### src/rtl/irq_ctrl_pkg.sv
// Package: shared constants, register address map and half-register
// update helpers for the prioritized interrupt controller.
// Assumes 16 sources split into two byte halves.
package irq_ctrl_pkg;

    localparam int unsigned BYTE_W  = 8;
    localparam int unsigned NSRC    = 2 * BYTE_W;
    localparam int unsigned IDX_W   = $clog2(NSRC);
    localparam int unsigned ADDR_W  = 4;
    localparam int unsigned SOFT_EOI_BIT = 3;
    localparam logic [BYTE_W-1:0] VEC_KEEP = 8'hF8;

    typedef enum logic [ADDR_W-1:0] {
        RA_EN_HI  = 4'd0,
        RA_EN_LO  = 4'd1,
        RA_PND_HI = 4'd2,
        RA_PND_LO = 4'd3,
        RA_SVC_HI = 4'd4,
        RA_SVC_LO = 4'd5,
        RA_MSK_HI = 4'd6,
        RA_MSK_LO = 4'd7,
        RA_VEC    = 4'd8
    } reg_addr_e;

    // Replace one byte half of a 16-bit register.
    function automatic logic [NSRC-1:0] put_half(input logic [NSRC-1:0] cur,
                                                 input logic [BYTE_W-1:0] b,
                                                 input logic hi);
        logic [NSRC-1:0] r;
        r = cur;
        if (hi) r[NSRC-1:BYTE_W] = b;
        else    r[BYTE_W-1:0]    = b;
        return r;
    endfunction

    // Build an AND mask that touches only one byte half.
    function automatic logic [NSRC-1:0] and_half(input logic [BYTE_W-1:0] b,
                                                 input logic hi);
        logic [NSRC-1:0] r;
        r = '1;
        if (hi) r[NSRC-1:BYTE_W] = b;
        else    r[BYTE_W-1:0]    = b;
        return r;
    endfunction

endpackage

### src/rtl/irq_edge_det.sv
// Module: irq_edge_det
// Turns level request lines into one-cycle rise pulses.
// Assumes inputs are already synchronous to clk; the line history
// resets to 0, so a line high at reset release counts as a rise.
module irq_edge_det #(
    parameter int unsigned N = 16
) (
    input  logic         clk,
    input  logic         rst_n,
    input  logic [N-1:0] lvl,
    output logic [N-1:0] rise
);

    logic [N-1:0] prev_q;

    // Record last cycle's line levels.
    always_ff @(posedge clk) begin
        if (!rst_n) prev_q <= '0;
        else        prev_q <= lvl;
    end

    assign rise = lvl & ~prev_q;

endmodule

### src/rtl/irq_prio_enc.sv
// Module: irq_prio_enc
// Finds the highest set bit of a request vector.
// Assumes higher index means higher priority; idx is 0 when nothing is set.
module irq_prio_enc #(
    parameter int unsigned N  = 16,
    parameter int unsigned IW = $clog2(N)
) (
    input  logic [N-1:0]  req,
    output logic          found,
    output logic [IW-1:0] idx
);

    // Scan upward so the last hit, the highest index, wins.
    always_comb begin
        found = 1'b0;
        idx   = '0;
        for (int i = 0; i < N; i++) begin
            if (req[i]) begin
                found = 1'b1;
                idx   = IW'(i);
            end
        end
    end

endmodule

### src/rtl/prio_irq_ctrl.sv
// Module: prio_irq_ctrl
// Sixteen-source prioritized interrupt controller with enable, pending,
// in-service and mask registers written as byte halves, a vector register
// with a software/automatic end-of-interrupt bit, and an acknowledge port.
// Assumes one register write per cycle and a synchronous acknowledge pulse.
module prio_irq_ctrl
    import irq_ctrl_pkg::*;
(
    input  logic                clk,
    input  logic                rst_n,
    input  logic                wr_en,
    input  logic [ADDR_W-1:0]   addr,
    input  logic [BYTE_W-1:0]   wdata,
    output logic [BYTE_W-1:0]   rdata,
    input  logic [NSRC-1:0]     src_in,
    input  logic                ack,
    output logic                irq,
    output logic [BYTE_W-1:0]   vec_out
);

    logic [NSRC-1:0]   en_q, pnd_q, svc_q, msk_q;
    logic [BYTE_W-1:0] vec_q;
    logic [NSRC-1:0]   en_d, pnd_d, svc_d, msk_d;
    logic [BYTE_W-1:0] vec_d;
    logic [NSRC-1:0]   rise, pnd_keep, svc_keep, ack_bit;
    logic              pm_found, svc_found, take, soft_eoi;
    logic [IDX_W-1:0]  pm_idx, svc_idx;

    irq_edge_det #(.N(NSRC)) u_edge (
        .clk(clk), .rst_n(rst_n), .lvl(src_in), .rise(rise)
    );

    irq_prio_enc #(.N(NSRC)) u_pm_enc (
        .req(pnd_q & msk_q), .found(pm_found), .idx(pm_idx)
    );

    irq_prio_enc #(.N(NSRC)) u_svc_enc (
        .req(svc_q), .found(svc_found), .idx(svc_idx)
    );

    assign soft_eoi = vec_q[SOFT_EOI_BIT];

    // Request when the best pending unmasked source outranks all in service.
    assign irq     = pm_found && (!svc_found || (pm_idx > svc_idx));
    assign vec_out = {vec_q[BYTE_W-1:IDX_W], pm_idx};
    assign take    = ack && irq;
    assign ack_bit = take ? (NSRC'(1) << pm_idx) : '0;

    // Decode register writes into replacement values and AND masks.
    always_comb begin
        en_d     = en_q;
        msk_d    = msk_q;
        vec_d    = vec_q;
        pnd_keep = '1;
        svc_keep = '1;
        if (wr_en) begin
            case (addr)
                RA_EN_HI:  en_d     = put_half(en_q, wdata, 1'b1);
                RA_EN_LO:  en_d     = put_half(en_q, wdata, 1'b0);
                RA_PND_HI: pnd_keep = and_half(wdata, 1'b1);
                RA_PND_LO: pnd_keep = and_half(wdata, 1'b0);
                RA_SVC_HI: svc_keep = and_half(wdata, 1'b1);
                RA_SVC_LO: svc_keep = and_half(wdata, 1'b0);
                RA_MSK_HI: msk_d    = put_half(msk_q, wdata, 1'b1);
                RA_MSK_LO: msk_d    = put_half(msk_q, wdata, 1'b0);
                RA_VEC: begin
                    vec_d = wdata & VEC_KEEP;
                    if (!wdata[SOFT_EOI_BIT]) svc_keep = '0;
                end
                default: ;
            endcase
        end
    end

    // Pending: set by enabled rises, cleared by ack, CPU AND and enable prune.
    assign pnd_d = ((pnd_q | (rise & en_q)) & ~ack_bit) & pnd_keep & en_d;

    // In-service: set by ack in software mode, cleared by CPU AND and mask prune.
    assign svc_d = (svc_q | (soft_eoi ? ack_bit : '0)) & svc_keep & msk_d;

    // Register update.
    always_ff @(posedge clk) begin
        if (!rst_n) begin
            en_q  <= '0;
            pnd_q <= '0;
            svc_q <= '0;
            msk_q <= '0;
            vec_q <= '0;
        end else begin
            en_q  <= en_d;
            pnd_q <= pnd_d;
            svc_q <= svc_d;
            msk_q <= msk_d;
            vec_q <= vec_d;
        end
    end

    // Read-back multiplexer.
    always_comb begin
        case (addr)
            RA_EN_HI:  rdata = en_q[NSRC-1:BYTE_W];
            RA_EN_LO:  rdata = en_q[BYTE_W-1:0];
            RA_PND_HI: rdata = pnd_q[NSRC-1:BYTE_W];
            RA_PND_LO: rdata = pnd_q[BYTE_W-1:0];
            RA_SVC_HI: rdata = svc_q[NSRC-1:BYTE_W];
            RA_SVC_LO: rdata = svc_q[BYTE_W-1:0];
            RA_MSK_HI: rdata = msk_q[NSRC-1:BYTE_W];
            RA_MSK_LO: rdata = msk_q[BYTE_W-1:0];
            RA_VEC:    rdata = vec_q;
            default:   rdata = '0;
        endcase
    end

    // no pending bit survives without its enable.
    a_r3_pend_needs_enable: assert property (@(posedge clk) disable iff (!rst_n)
        (pnd_q & ~en_q) == '0);

    // no in-service bit survives without its mask.
    a_r6_svc_needs_mask: assert property (@(posedge clk) disable iff (!rst_n)
        (svc_q & ~msk_q) == '0);

    // automatic-mode vector write empties in-service.
    a_r7_auto_clears_svc: assert property (@(posedge clk) disable iff (!rst_n)
        (wr_en && addr == RA_VEC && !wdata[SOFT_EOI_BIT]) |=> svc_q == '0);

    // a raised request always points at a pending, unmasked source.
    a_r8_irq_valid_src: assert property (@(posedge clk) disable iff (!rst_n)
        irq |-> (pnd_q[pm_idx] && msk_q[pm_idx]));

    // acknowledged source is no longer pending.
    a_r10_ack_clears_pend: assert property (@(posedge clk) disable iff (!rst_n)
        (ack && irq) |=> !pnd_q[$past(pm_idx)]);

    // automatic mode never adds in-service bits.
    a_r10_auto_no_new_svc: assert property (@(posedge clk) disable iff (!rst_n)
        !soft_eoi |=> (svc_q & ~$past(svc_q)) == '0);

endmodule

### config.mk
export PLATFORM = sky130hd
export DESIGN_NAME = prio_irq_ctrl
export DESIGN_NICKNAME = d
export VERILOG_FILES = /design/src/rtl/irq_ctrl_pkg.sv /design/src/rtl/irq_edge_det.sv /design/src/rtl/irq_prio_enc.sv /design/src/rtl/prio_irq_ctrl.sv
export SDC_FILE = /design/constraint.sdc
export NUM_CORES = 1
export LEC_CHECK = 0
export ABC_CLOCK_PERIOD_IN_PS = 3100
export BUFFER_PORTS_ARGS = -buffer_cell sky130_fd_sc_hd__buf_2
export CORE_MARGIN = 2
export CORE_UTILIZATION = 35
export DETAILED_ROUTE_END_ITERATION = 16
export PLACE_DENSITY = 0.6
export SYNTH_ARGS = -nofsm -noshare
export SYNTH_HDL_FRONTEND = slang
export SYNTH_SLANG_ARGS = --single-unit
export TNS_END_PERCENT = 1
### constraint.sdc
create_clock -name clk -period 3.1 [get_ports clk]
set_input_delay 0.465 -clock clk [delete_from_list [all_inputs] [get_ports clk]]
set_output_delay 0.465 -clock clk [all_outputs]
set_load 0.01 [all_outputs]
==> run_results.csv <==
group,metric,value,unit
sta,relSlewSlack,51.6,%
floorplan,core_area,0.0127,mm^2
floorplan,start_util,36.2,%
worst_setup_path,r2r_cells,12,
global_routing,gr-total-overflow,0,
cts,ctsHtreeMaxLevel,3,
logic_synthesis,synthesis.yosys.warnings,0,
cts,clock-root-buffer,"clkbuf_16",
floorplan,die_h,119,um
logic_synthesis,synth.avg_cell_area,8.01,um^2
worst_setup_path,crit_path_frequent_cell,"o211ai_1",
floorplan,rows,41,
sta,worst_slack,0.154,ns
worst_setup_path,crit_chain,"a22o_1, o211ai_1, nand3_1, nand2_2, ha_1, nor2b_1, o211ai_1, nand2_1, a21oi_2, nor2_1, buf_2",
power_and_ir_drop,p_leak,0.00211,uW
min_path,whs_endpoint,"u_edge.prev_q[6]$_SDFF_PN0_",
worst_setup_path,cp-start-kind,"flip-flop",
floorplan,design.die.area,0.0141,mm^2
layout,final_nets,664,
logic_synthesis,synth_edf_count,0,
floorplan,ios,49,
cts,clk_path_buf_depth,2,
sta,worstMarginPinSlew,0.718,ns
worst_setup_path,critical_path_arrival,2.48,ns
worst_setup_path,crit_path_top_delay_cell,"dfxtp_1",
worst_setup_path,reg2reg_to,"svc_q[8]$_SDFF_PN0_",
sta,max_freq,339,MHz
logic_synthesis,ys_types,56,
logic_synthesis,synthCells,575,
logic_synthesis,synth_ff_type,"dfxtp_1",
layout,fin_util,43.3,%
worst_setup_path,critical_path_required,2.63,ns
route,routed-via-count,4776,
worst_setup_path,cp_max_fo,5,
status,status,"completed",
route,drt_wl_total,18100,um
sta,fin_skew,0.00607,ns
worst_setup_path,critical_path_depth,11,
worst_setup_path,r2r_setup_slack,0.19,ns
logic_synthesis,ys_ff_latch,85,
global_routing,antenna_found_initial,0,
layout,final_layout_size_suffix_gt1_share,20.9,%
logic_synthesis,seq_area_frac_synth,37.0,%
worst_setup_path,cp-end-kind,"output pin",
worst_setup_path,cp_num_buf_inv,1,
flow_run,maxCapViolations,0,
route,dr.first_iter.drc_count,501,
sta,finalCriticalPeriod,2.95,ns
logic_synthesis,netlist_area,0.00460,mm^2
route,drtPass1Iterations,8,
floorplan,fp.dieW,119,um
sta,finalCritPeriodShare,95.0,%
global_routing,grt_usage,25.8,%
global_routing,grt_pass1_vias,4527,
cts,clk_latency,0.35,ns
worst_setup_path,critPathTopFamily,"compound AO/OA/AOI/OAI gates",
logic_synthesis,synth.net_count,611,
route,viasPerCell,5.94,
min_path,hold_depth,2,
logic_synthesis,async_flop_share,0,%
cts,cts_tree,"done",
worst_setup_path,worst-setup-path-type,"flip-flop to output pin",
min_path,hold_class,"input port to flip-flop",
place,portBuffers,48,
layout,fillers,1345,
global_routing,grt_pass1_wl,27300,um
power_and_ir_drop,p_per_area,448,mW/mm^2
place,pre_cts_ws,0.185,ns
route,wl_per_cell,22.6,um
cts,numClockSinks,85,
worst_setup_path,critPathMaxStageDelay,0.39,ns
sta,rsz0062_at_grt,"yes",
route,drc,0,
sta,hold_viol,0,
place,hpwlAfterDp,13600,um
route,ant_nets,0,
layout,num_antenna_cells,0,
cts,cts-buffers-inserted,9,
sta,drv_slew,0,
layout,area_delta_synth_final,19.5,%
global_routing,grt_max_degree,38,
worst_setup_path,r2r-start,"pnd_q[3]$_SDFF_PN0_",
place,gp_congestion,0.963,
power_and_ir_drop,ir_drop,0.320,mV
cts,clkTransAtPathRegs,0.06,ns
min_path,min_from,"src_in[6]",
sta,finalSetupTns,0,ns
sta,setup_violations,0,
layout by cell type (no fill, tap or decap), types with 9 or more instances in the layout:
cell,Yosys,layout
buf_4,4,38
and2_1,25,25
a21oi_1,62,61
nand3b_1,13,13
o221ai_1,12,12
a22oi_1,13,9
dfxtp_2,0,9
nand3_1,11,11
o211ai_1,16,16
clkbuf_16,0,9
o21ai_0,24,23
buf_2,2,48
inv_1,10,10
dfxtp_1,85,76
nand2_1,101,100
nor2_1,27,27
mux2i_1,9,9
a31oi_1,15,15
metal layers:
layer,wire length (um),share of wire [%],vias to the layer above,GRT usage (%)
li1,-,-,2221,-
met1,8040,44,2293,34.7
met2,8360,46,220,41.6
met3,1230,6.8,42,3.09
met4,507,2.8,0,10.7
met5,0,0,-,0
cells in the mapped netlist, types with 5 or more instances:
master / n / area (um^2)
nand2_1: 101 / 379
nand3b_1: 13 / 97.6
o221ai_1: 12 / 105
o21a_1: 6 / 45.0
dfxtp_1: 85 / 1700
and2_1: 25 / 156
nand4_1: 5 / 31.3
o211ai_1: 16 / 120
inv_1: 10 / 37.5
a31oi_1: 15 / 93.8
nor2b_1: 6 / 37.5
a221oi_1: 6 / 52.6
mux2i_1: 9 / 90.1
clkbuf_1: 34 / 128
o21ai_0: 24 / 120
nand3_1: 11 / 55.1
a21oi_1: 62 / 310
nor3b_1: 6 / 45.0
a22oi_1: 13 / 97.6
nor2_1: 27 / 101
nor3_1: 7 / 35.0
worst max path at each step:
stage | slack [ns] | to | startpoint
finish | 0.15 | irq | pnd_q[4]$_SDFF_PN0_
global route | -0.03 | irq | msk_q[11]$_SDFF_PN0_
CTS | 0.04 | irq | pnd_q[11]$_SDFF_PN0_
detailed placement | 0.18 | svc_q[8]$_SDFF_PN0_ | pnd_q[11]$_SDFF_PN0_
global placement | 0.24 | svc_q[8]$_SDFF_PN0_ | pnd_q[6]$_SDFF_PN0_
floorplan | 0.17 | svc_q[8]$_SDFF_PN0_ | pnd_q[5]$_SDFF_PN0_
repair_timing:
item	4_1_cts	5_1_grt
resized for setup	0	17
hold endpoints to repair	0	0
setup buffers	0	3
hold buffers	0	0
setup endpoints to repair	0	14
sequential cells by signal (all words and copies together), names as in the netlist:
register	flops
en_q	16
msk_q	16
pnd_q	16
svc_q	16
u_edge.prev_q	16
vec_q	5
kinds of logic (layout without fill, tap and decap cells):
family	Yosys count	after routing	share of synthesized area (%)
simple gates	226	226	24.7
fa+ha+maj	4	4	1.09
buf+inv	56	113	5.24
flops	85	85	37.0
compound gates	187	187	26.8
mux	17	17	5.22
layout make-up:
class	instances	area [um^2]	area share (%)
tap	172	215	3.91
timing repair buffer	86	526	9.55
clock inverter	6	87.6	1.59
multi-input combinational	434	2690	48.9
inverter	12	45.0	0.819
clock buffer	9	225	4.09
sequential	85	1710	31.1
power by group:
part / internal (uW) / switching, uW / leakage (uW)
logic: 62.2 / 119 / 0.00126
clock network: 703 / 463 / 0.000156
registers: 1110 / 10.3 / 0.000694
per-stage QoR:
step                      cell area, um^2  hold WS [ns]  total power (uW)  instances
final                                5500         0.325              2470        804
after global routing                 5500         0.333              2540        804
after CTS                            5440         0.325              2470        801
after detailed placement             5130         0.484              1320        786
after global placement               5130         0.476              1320        786
after floorplan                      4600         0.450              1240        575
No activity file was read; power rests on OpenSTA's default activity.
